File: src/rtl/brk_idle_pkg.sv
// Package: shared length type and the mode-dependent length functions for the
// break/idle monitor. Assumes all lengths fit in four bits (max 15).
package brk_idle_pkg;

    localparam int LEN_W = 4;
    typedef logic [LEN_W-1:0] len_t;

    // Table row chosen by character mode and stop-bit count.
    function automatic logic [1:0] brk_row(input logic m9, input logic m10, input logic two);
        if (m10)            return two ? 2'd3 : 2'd2;
        else if (m9 && two) return 2'd2;
        else if (m9 || two) return 2'd1;
        else                return 2'd0;
    endfunction

    // Break threshold in bit times for a table row and length select.
    function automatic len_t brk_limit(input logic [1:0] row, input logic long_sel);
        len_t base;
        base = len_t'(row) + len_t'(10);
        if (long_sel) return base + len_t'(1) + ((row >= 2'd2) ? len_t'(1) : len_t'(0));
        else          return base;
    endfunction

    // Full character length: start + data + stop bits.
    function automatic len_t char_len(input logic m9, input logic m10, input logic two);
        len_t data_bits;
        data_bits = m10 ? len_t'(10) : (m9 ? len_t'(9) : len_t'(8));
        return len_t'(1) + data_bits + (two ? len_t'(2) : len_t'(1));
    endfunction

endpackage

File: src/rtl/brk_line_cond.sv
// Line conditioner: applies optional inversion and flags falling edges of the
// resulting effective line. Assumes rx_sample is already synchronised.
module brk_line_cond (
    input  logic clk,
    input  logic rst_n,
    input  logic rx_sample,
    input  logic rx_invert,
    output logic eff_line,
    output logic fall_evt
);
    logic prev_q;

    assign eff_line = rx_sample ^ rx_invert;
    assign fall_evt = prev_q & ~eff_line;

    // Remember the previous effective level; idle-high after reset.
    always_ff @(posedge clk) begin
        if (!rst_n) prev_q <= 1'b1;
        else        prev_q <= eff_line;
    end
endmodule

File: src/rtl/brk_run_counter.sv
// Run counter: counts consecutive ticks on which the line matches a level,
// resetting on a tick with the other level. Ticks that match but are not
// qualified neither count nor reset. hit pulses on the tick that makes the
// run equal to limit. Assumes limit < 2**W.
module brk_run_counter #(
    parameter int W = 5
) (
    input  logic         clk,
    input  logic         rst_n,
    input  logic         tick,
    input  logic         match,
    input  logic         qualify,
    input  logic [W-1:0] limit,
    output logic         hit
);
    localparam logic [W-1:0] CNT_MAX = {W{1'b1}};

    logic [W-1:0] cnt_q;

    assign hit = tick & match & qualify & ({1'b0, cnt_q} + 1'b1 == {1'b0, limit});

    // Track the current run length, saturating at the counter maximum.
    always_ff @(posedge clk) begin
        if (!rst_n) begin
            cnt_q <= '0;
        end else if (tick) begin
            if (!match)                          cnt_q <= '0;
            else if (qualify && cnt_q != CNT_MAX) cnt_q <= cnt_q + 1'b1;
        end
    end
endmodule

File: src/rtl/brk_frame_tracker.sv
// Frame tracker: holds the receiver-active state and the bit position within
// the current frame. A falling edge starts a frame only when idle or once the
// previous frame is complete. An idle hit ends the active state.
module brk_frame_tracker #(
    parameter int W = 4
) (
    input  logic         clk,
    input  logic         rst_n,
    input  logic         tick,
    input  logic         fall_evt,
    input  logic         idle_hit,
    input  logic [W-1:0] frame_len,
    output logic         active,
    output logic         frame_done
);
    logic [W-1:0] pos_q;
    logic         start;

    assign frame_done = (pos_q >= frame_len);
    assign start      = fall_evt & (~active | frame_done);

    // Start, advance and end frames.
    always_ff @(posedge clk) begin
        if (!rst_n) begin
            active <= 1'b0;
            pos_q  <= '0;
        end else if (start) begin
            active <= 1'b1;
            pos_q  <= '0;
        end else if (idle_hit) begin
            active <= 1'b0;
        end else if (tick && active && !frame_done) begin
            pos_q  <= pos_q + 1'b1;
        end
    end
endmodule

File: src/rtl/brk_flag_bank.sv
// Flag bank: N sticky flags with clear-on-pulse, where a set in the same cycle
// wins over the clear. Each flag drives an interrupt request gated by its enable.
module brk_flag_bank #(
    parameter int N = 3
) (
    input  logic         clk,
    input  logic         rst_n,
    input  logic [N-1:0] set_evt,
    input  logic [N-1:0] clr,
    input  logic [N-1:0] irq_en,
    output logic [N-1:0] flag,
    output logic [N-1:0] irq
);
    for (genvar g = 0; g < N; g++) begin : g_flag
        // Hold one flag; a new event beats a simultaneous clear.
        always_ff @(posedge clk) begin
            if (!rst_n) flag[g] <= 1'b0;
            else        flag[g] <= set_evt[g] | (flag[g] & ~clr[g]);
        end
        assign irq[g] = flag[g] & irq_en[g];
    end
endmodule

File: src/rtl/brk_idle_mon.sv
// Break/idle/edge monitor top. It conditions the line, counts low and high
// runs against mode-dependent limits, tracks the frame and feeds a sticky
// flag bank. Assumes bit_tick is one clock long and that ticks do not share a
// cycle with line transitions. Mode inputs are held steady while a character
// is in flight.
module brk_idle_mon
    import brk_idle_pkg::*;
#(
    parameter int CNT_W = 5
) (
    input  logic clk,
    input  logic rst_n,
    input  logic rx_sample,
    input  logic bit_tick,
    input  logic mode_nine,
    input  logic mode_ten,
    input  logic two_stop,
    input  logic brk_long,
    input  logic idle_after_stop,
    input  logic rx_invert,
    input  logic standby,
    input  logic standby_idle_en,
    input  logic brk_irq_en,
    input  logic idle_irq_en,
    input  logic edge_irq_en,
    input  logic clr_brk,
    input  logic clr_idle,
    input  logic clr_edge,
    output logic brk_flag,
    output logic idle_flag,
    output logic edge_flag,
    output logic rx_active,
    output logic brk_irq,
    output logic idle_irq,
    output logic edge_irq
);
    localparam int NFLAG    = 3;
    localparam int IDX_BRK  = 0;
    localparam int IDX_IDLE = 1;
    localparam int IDX_EDGE = 2;

    logic             eff_line, fall_evt;
    len_t             brk_len, frm_len;
    logic             brk_hit, high_hit, idle_hit, frame_done, high_qual;
    logic             idle_report;
    logic [NFLAG-1:0] set_v, clr_v, en_v, flag_v, irq_v;

    assign brk_len = brk_limit(brk_row(mode_nine, mode_ten, two_stop), brk_long);
    assign frm_len = char_len(mode_nine, mode_ten, two_stop);

    brk_line_cond u_line (
        .clk      (clk),
        .rst_n    (rst_n),
        .rx_sample(rx_sample),
        .rx_invert(rx_invert),
        .eff_line (eff_line),
        .fall_evt (fall_evt)
    );

    brk_run_counter #(.W(CNT_W)) u_low_run (
        .clk    (clk),
        .rst_n  (rst_n),
        .tick   (bit_tick),
        .match  (~eff_line),
        .qualify(1'b1),
        .limit  (CNT_W'(brk_len)),
        .hit    (brk_hit)
    );

    // High ticks count anywhere, or only after the frame in after-stop mode.
    assign high_qual = ~idle_after_stop | frame_done;

    brk_run_counter #(.W(CNT_W)) u_high_run (
        .clk    (clk),
        .rst_n  (rst_n),
        .tick   (bit_tick),
        .match  (eff_line),
        .qualify(high_qual),
        .limit  (CNT_W'(frm_len)),
        .hit    (high_hit)
    );

    assign idle_hit = high_hit & rx_active;

    brk_frame_tracker #(.W(LEN_W)) u_frame (
        .clk       (clk),
        .rst_n     (rst_n),
        .tick      (bit_tick),
        .fall_evt  (fall_evt),
        .idle_hit  (idle_hit),
        .frame_len (frm_len),
        .active    (rx_active),
        .frame_done(frame_done)
    );

    // Standby silences idle reporting unless idle detection is allowed there.
    assign idle_report = idle_hit & ~(standby & ~standby_idle_en);

    assign set_v[IDX_BRK]  = brk_hit;
    assign set_v[IDX_IDLE] = idle_report;
    assign set_v[IDX_EDGE] = fall_evt;
    assign clr_v = {clr_edge, clr_idle, clr_brk};
    assign en_v  = {edge_irq_en, idle_irq_en, brk_irq_en};

    brk_flag_bank #(.N(NFLAG)) u_flags (
        .clk    (clk),
        .rst_n  (rst_n),
        .set_evt(set_v),
        .clr    (clr_v),
        .irq_en (en_v),
        .flag   (flag_v),
        .irq    (irq_v)
    );

    assign brk_flag  = flag_v[IDX_BRK];
    assign idle_flag = flag_v[IDX_IDLE];
    assign edge_flag = flag_v[IDX_EDGE];
    assign brk_irq   = irq_v[IDX_BRK];
    assign idle_irq  = irq_v[IDX_IDLE];
    assign edge_irq  = irq_v[IDX_EDGE];
endmodule

File: config.mk
export PLATFORM = sky130hd
export DESIGN_NAME = brk_idle_mon
export DESIGN_NICKNAME = d
export VERILOG_FILES = /design/src/rtl/brk_idle_pkg.sv /design/src/rtl/brk_line_cond.sv /design/src/rtl/brk_run_counter.sv /design/src/rtl/brk_frame_tracker.sv /design/src/rtl/brk_flag_bank.sv /design/src/rtl/brk_idle_mon.sv
export SDC_FILE = /design/constraint.sdc
export NUM_CORES = 1
export LEC_CHECK = 0
export ABC_CLOCK_PERIOD_IN_PS = 3300
export BUFFER_PORTS_ARGS = -buffer_cell sky130_fd_sc_hd__buf_2
export CAP_MARGIN = 25
export CORE_UTILIZATION = 29
export DETAILED_ROUTE_END_ITERATION = 12
export SLEW_MARGIN = 20
export SYNTH_ARGS = -nofsm -noshare
export SYNTH_HDL_FRONTEND = slang
export SYNTH_HIERARCHICAL = 1
export SYNTH_SLANG_ARGS = --single-unit
File: constraint.sdc
create_clock -name clk -period 3.3 [get_ports clk]
set_input_delay 0.66 -clock clk [delete_from_list [all_inputs] [get_ports clk]]
set_output_delay 0.66 -clock clk [all_outputs]
set_load 0.05 [all_outputs]
==> metrics.txt <==
outcome finished, final reports clean; Slowest cell on crit path fa_1; Die Span X between 70 and 80 um; IO buf count 24; crit path max fanout 2; Mean Syn Cell Area 9.00 sq um; Hold Path Cell Cnt 2; Worst Clk Skew 0.00196 ns; largest net degree at the start of global routing 17; first-pass GRT wire length roughly 4900 um; Worst Path Required about 3.5 ns; WL/cell ~11 um; Max Clock Freq 307 MHz; GR Layer Usage met3 0.0253; H-tree depth 1; sw frac 0.299; Setup CP Type input pin to flop; initial antenna violation count 0; nets@finish 239; top-count cell post-synth dfxtp_1; placed inst area 0.00173 sq mm; NetSw 173 uW; Layout area overhead 36.0%; clk buf depth 2; Starting Density 0.312; DRC errors left 0; Synth top area share 0.271; area leader, netlist dfxtp_1; worst-path cell chain buf_12 -> inv_12 -> nand2_4 -> ha_4 -> fa_1 -> inv_2 -> inv_2 -> ha_4 -> o211ai_4 -> o21ai_2 -> nand2b_4 -> nand3_2 -> nor4_2 -> o21ai_1 -> nor3_2 -> and2_1 -> and3b_2 -> nand2_1 -> or3_1 -> a21oi_1; terminus of the critical flop-to-flop path u_frame/pos_q[0]; TritonCTS Buffers 3; global route hottest layer met2; clock root cell clkbuf_8; die area between 0.005 and 0.006 sq mm; Worst-path clk slew 0.07 ns; Hold Path End u_frame/pos_q[3]; Critical Path Start Type input pin; number of global-route vias before repair 1108; Worst R2R Start u_high_run/cnt_q[0]; R2R setup slack about 0.67 ns; grt total ovfl 0; period utilization 0.989; hold violation count in the final report 0; sequential share of the synthesized area 0.271; peak supply drop ~0.15 mV; GR Layer Usage met1 0.163; Seq cells post-synth 19; sequential power share 0.418; most frequent cells after synthesis 19 x dfxtp_1, 14 x inv_1, 14 x nor2b_1; I/O Pins 25; number of max-slew violations in the final report 0; drt via density 4.62; max_cap viols 0; Synth Flop Type dfxtp_1; total wire length after detailed routing roughly 2800 um; ys async rst share 0; fin crit period 3.26 ns; leak pwr around 0.86 nW; Syn Inst Count about 160; synthesized area 0.00140 sq mm; initial DRC count 88; overall power between 500 and 600 uW; CP peak stage delay just under 0.5 ns; fill count approximately 460; RePlAce Congestion 0.810; Clk pwr share 0.284; Gate power share 0.298; layout cells sized above 1 0.357; total clock sinks 19; Vias roughly 1200; Rows 24; # setup viols final 0; core area 0.00450 sq mm; Global Route Usage Sum 0.119; fin area 0.00191 sq mm; die height between 70 and 80 um; internal power a little over 400 uW; Post-CTS Hold Fix Bufs 0; Final ANT Viol Nets 0; Netlist cell types 38; hold path startpoint u_frame/pos_q[3]; final core utilization 0.424; met2 Resource Use GR 0.190; Detail Placement HPWL 2080 um; pwr dens ~300 mW/mm^2; Ys Warns 6; n_diodes 0; Worst Reg2Reg Path Length in Cells 13; Skew-Pair Late Insertion Delay 0.26 ns; RSZ-0062 raised after global routing yes; first-pass iteration count of the detailed router 4; Crit. End Element flop; Hold WC Path Type flop to flop; Area contributors post-synth dfxtp_1 27%, ha_1 11%, nor2b_1 6.2%; CTS tree yes; Post-synth EDFFs 0; CP arrival roughly 3.5 ns
[sequential cells by signal, indices dropped and copies added, names as in the netlist]
name,flops
u_frame/active,1
u_flags/flag,3
u_high_run/cnt_q,5
u_low_run/cnt_q,5
u_frame/pos_q,4
u_line/prev_q,1
[worst max path at each step]
stage	end	cells after the start	start	slack, ns
4_1_cts	u_frame/pos_q[2]	20	mode_ten	0.003
3_5_place_dp	u_frame/pos_q[3]	20	mode_ten	-0.44
6_report	u_frame/pos_q[2]	20	mode_ten	0.04
5_1_grt	u_frame/pos_q[0]	21	mode_ten	-0.11
3_3_place_gp	u_frame/pos_q[2]	20	mode_ten	-0.31
2_1_floorplan	u_frame/pos_q[3]	19	mode_ten	-0.15
[through the flow]
step           setup WS (ns)  cells  setup TNS [ns]  hold WS, ns
2_1_floorplan         -0.151    162          -0.283        0.471
3_3_place_gp          -0.306    251           -1.11        0.502
3_5_place_dp          -0.444    251           -1.82        0.506
4_1_cts              0.00324    257               0        0.522
5_1_grt               -0.108    259          -0.387        0.575
6_report              0.0376    259               0        0.525
[what timing repair did]
item,4_1_cts,5_1_grt
endpoints found under the setup margin,4,4
resized for setup,7,11
pin swaps,3,3
setup buffers,2,2
[cells in the final DEF, fill, tap and decap left out, types with 4 or more instances in the layout]
master / synthesis / layout
buf_2: 2 / 23
dfxtp_1: 19 / 19
buf_4: 0 / 18
nor2b_1: 14 / 14
inv_1: 14 / 11
ha_1: 12 / 9
xnor2_1: 10 / 9
conb_1: 2 / 8
o21ai_1: 8 / 7
nand2_1: 7 / 6
nand3_1: 7 / 6
xor2_1: 6 / 6
a22oi_1: 6 / 6
a21oi_1: 4 / 4
[worst max-delay path, delay by kind of cell]
family          cells  cell delay (ns)
compound gates      4             0.49
fa+ha+maj           3             0.84
buf+inv             4             0.26
simple gates        9             1.22
[cell type report]
cell class	instances	area, sq um	share of cell area
multi-input combinational	127	1070	0.561
sequential	19	380	0.199
timing repair buffer	43	282	0.147
inverter	14	65.1	0.0341
tap	52	65.1	0.0341
clock buffer	3	41.3	0.0216
clock inverter	1	5.00	0.00262
[routing by layer]
layer / vias to the layer above / routed length (um)
met4: 0 / 33
met2: 28 / 1290
met5: - / 0
met3: 4 / 110
met1: 535 / 1390
li1: 629 / -
[cells by family after synthesis]
| group | Yosys count | synth area share |
|---|---|---|
| other | 2 | 0.00535 |
| XOR/XNOR | 16 | 0.0998 |
| flip-flops | 19 | 0.271 |
| buffers and inverters | 16 | 0.0446 |
| adder cells (fa/ha/maj) | 13 | 0.121 |
| AO/OA/AOI/OAI | 30 | 0.146 |
| multiplexers | 5 | 0.0401 |
| AND/OR/NAND/NOR | 55 | 0.272 |
[power by group through the flow]
stage | sequential (mW) | combinational [mW] | clock [mW]
after floorplan | 0.255 | 0.0868 | 0
after global placement | 0.246 | 0.147 | 0
after detailed placement | 0.247 | 0.148 | 0
after CTS | 0.241 | 0.159 | 0.171
after global routing | 0.242 | 0.189 | 0.183
final | 0.241 | 0.172 | 0.164
No activity file was read; power rests on OpenSTA's default activity.
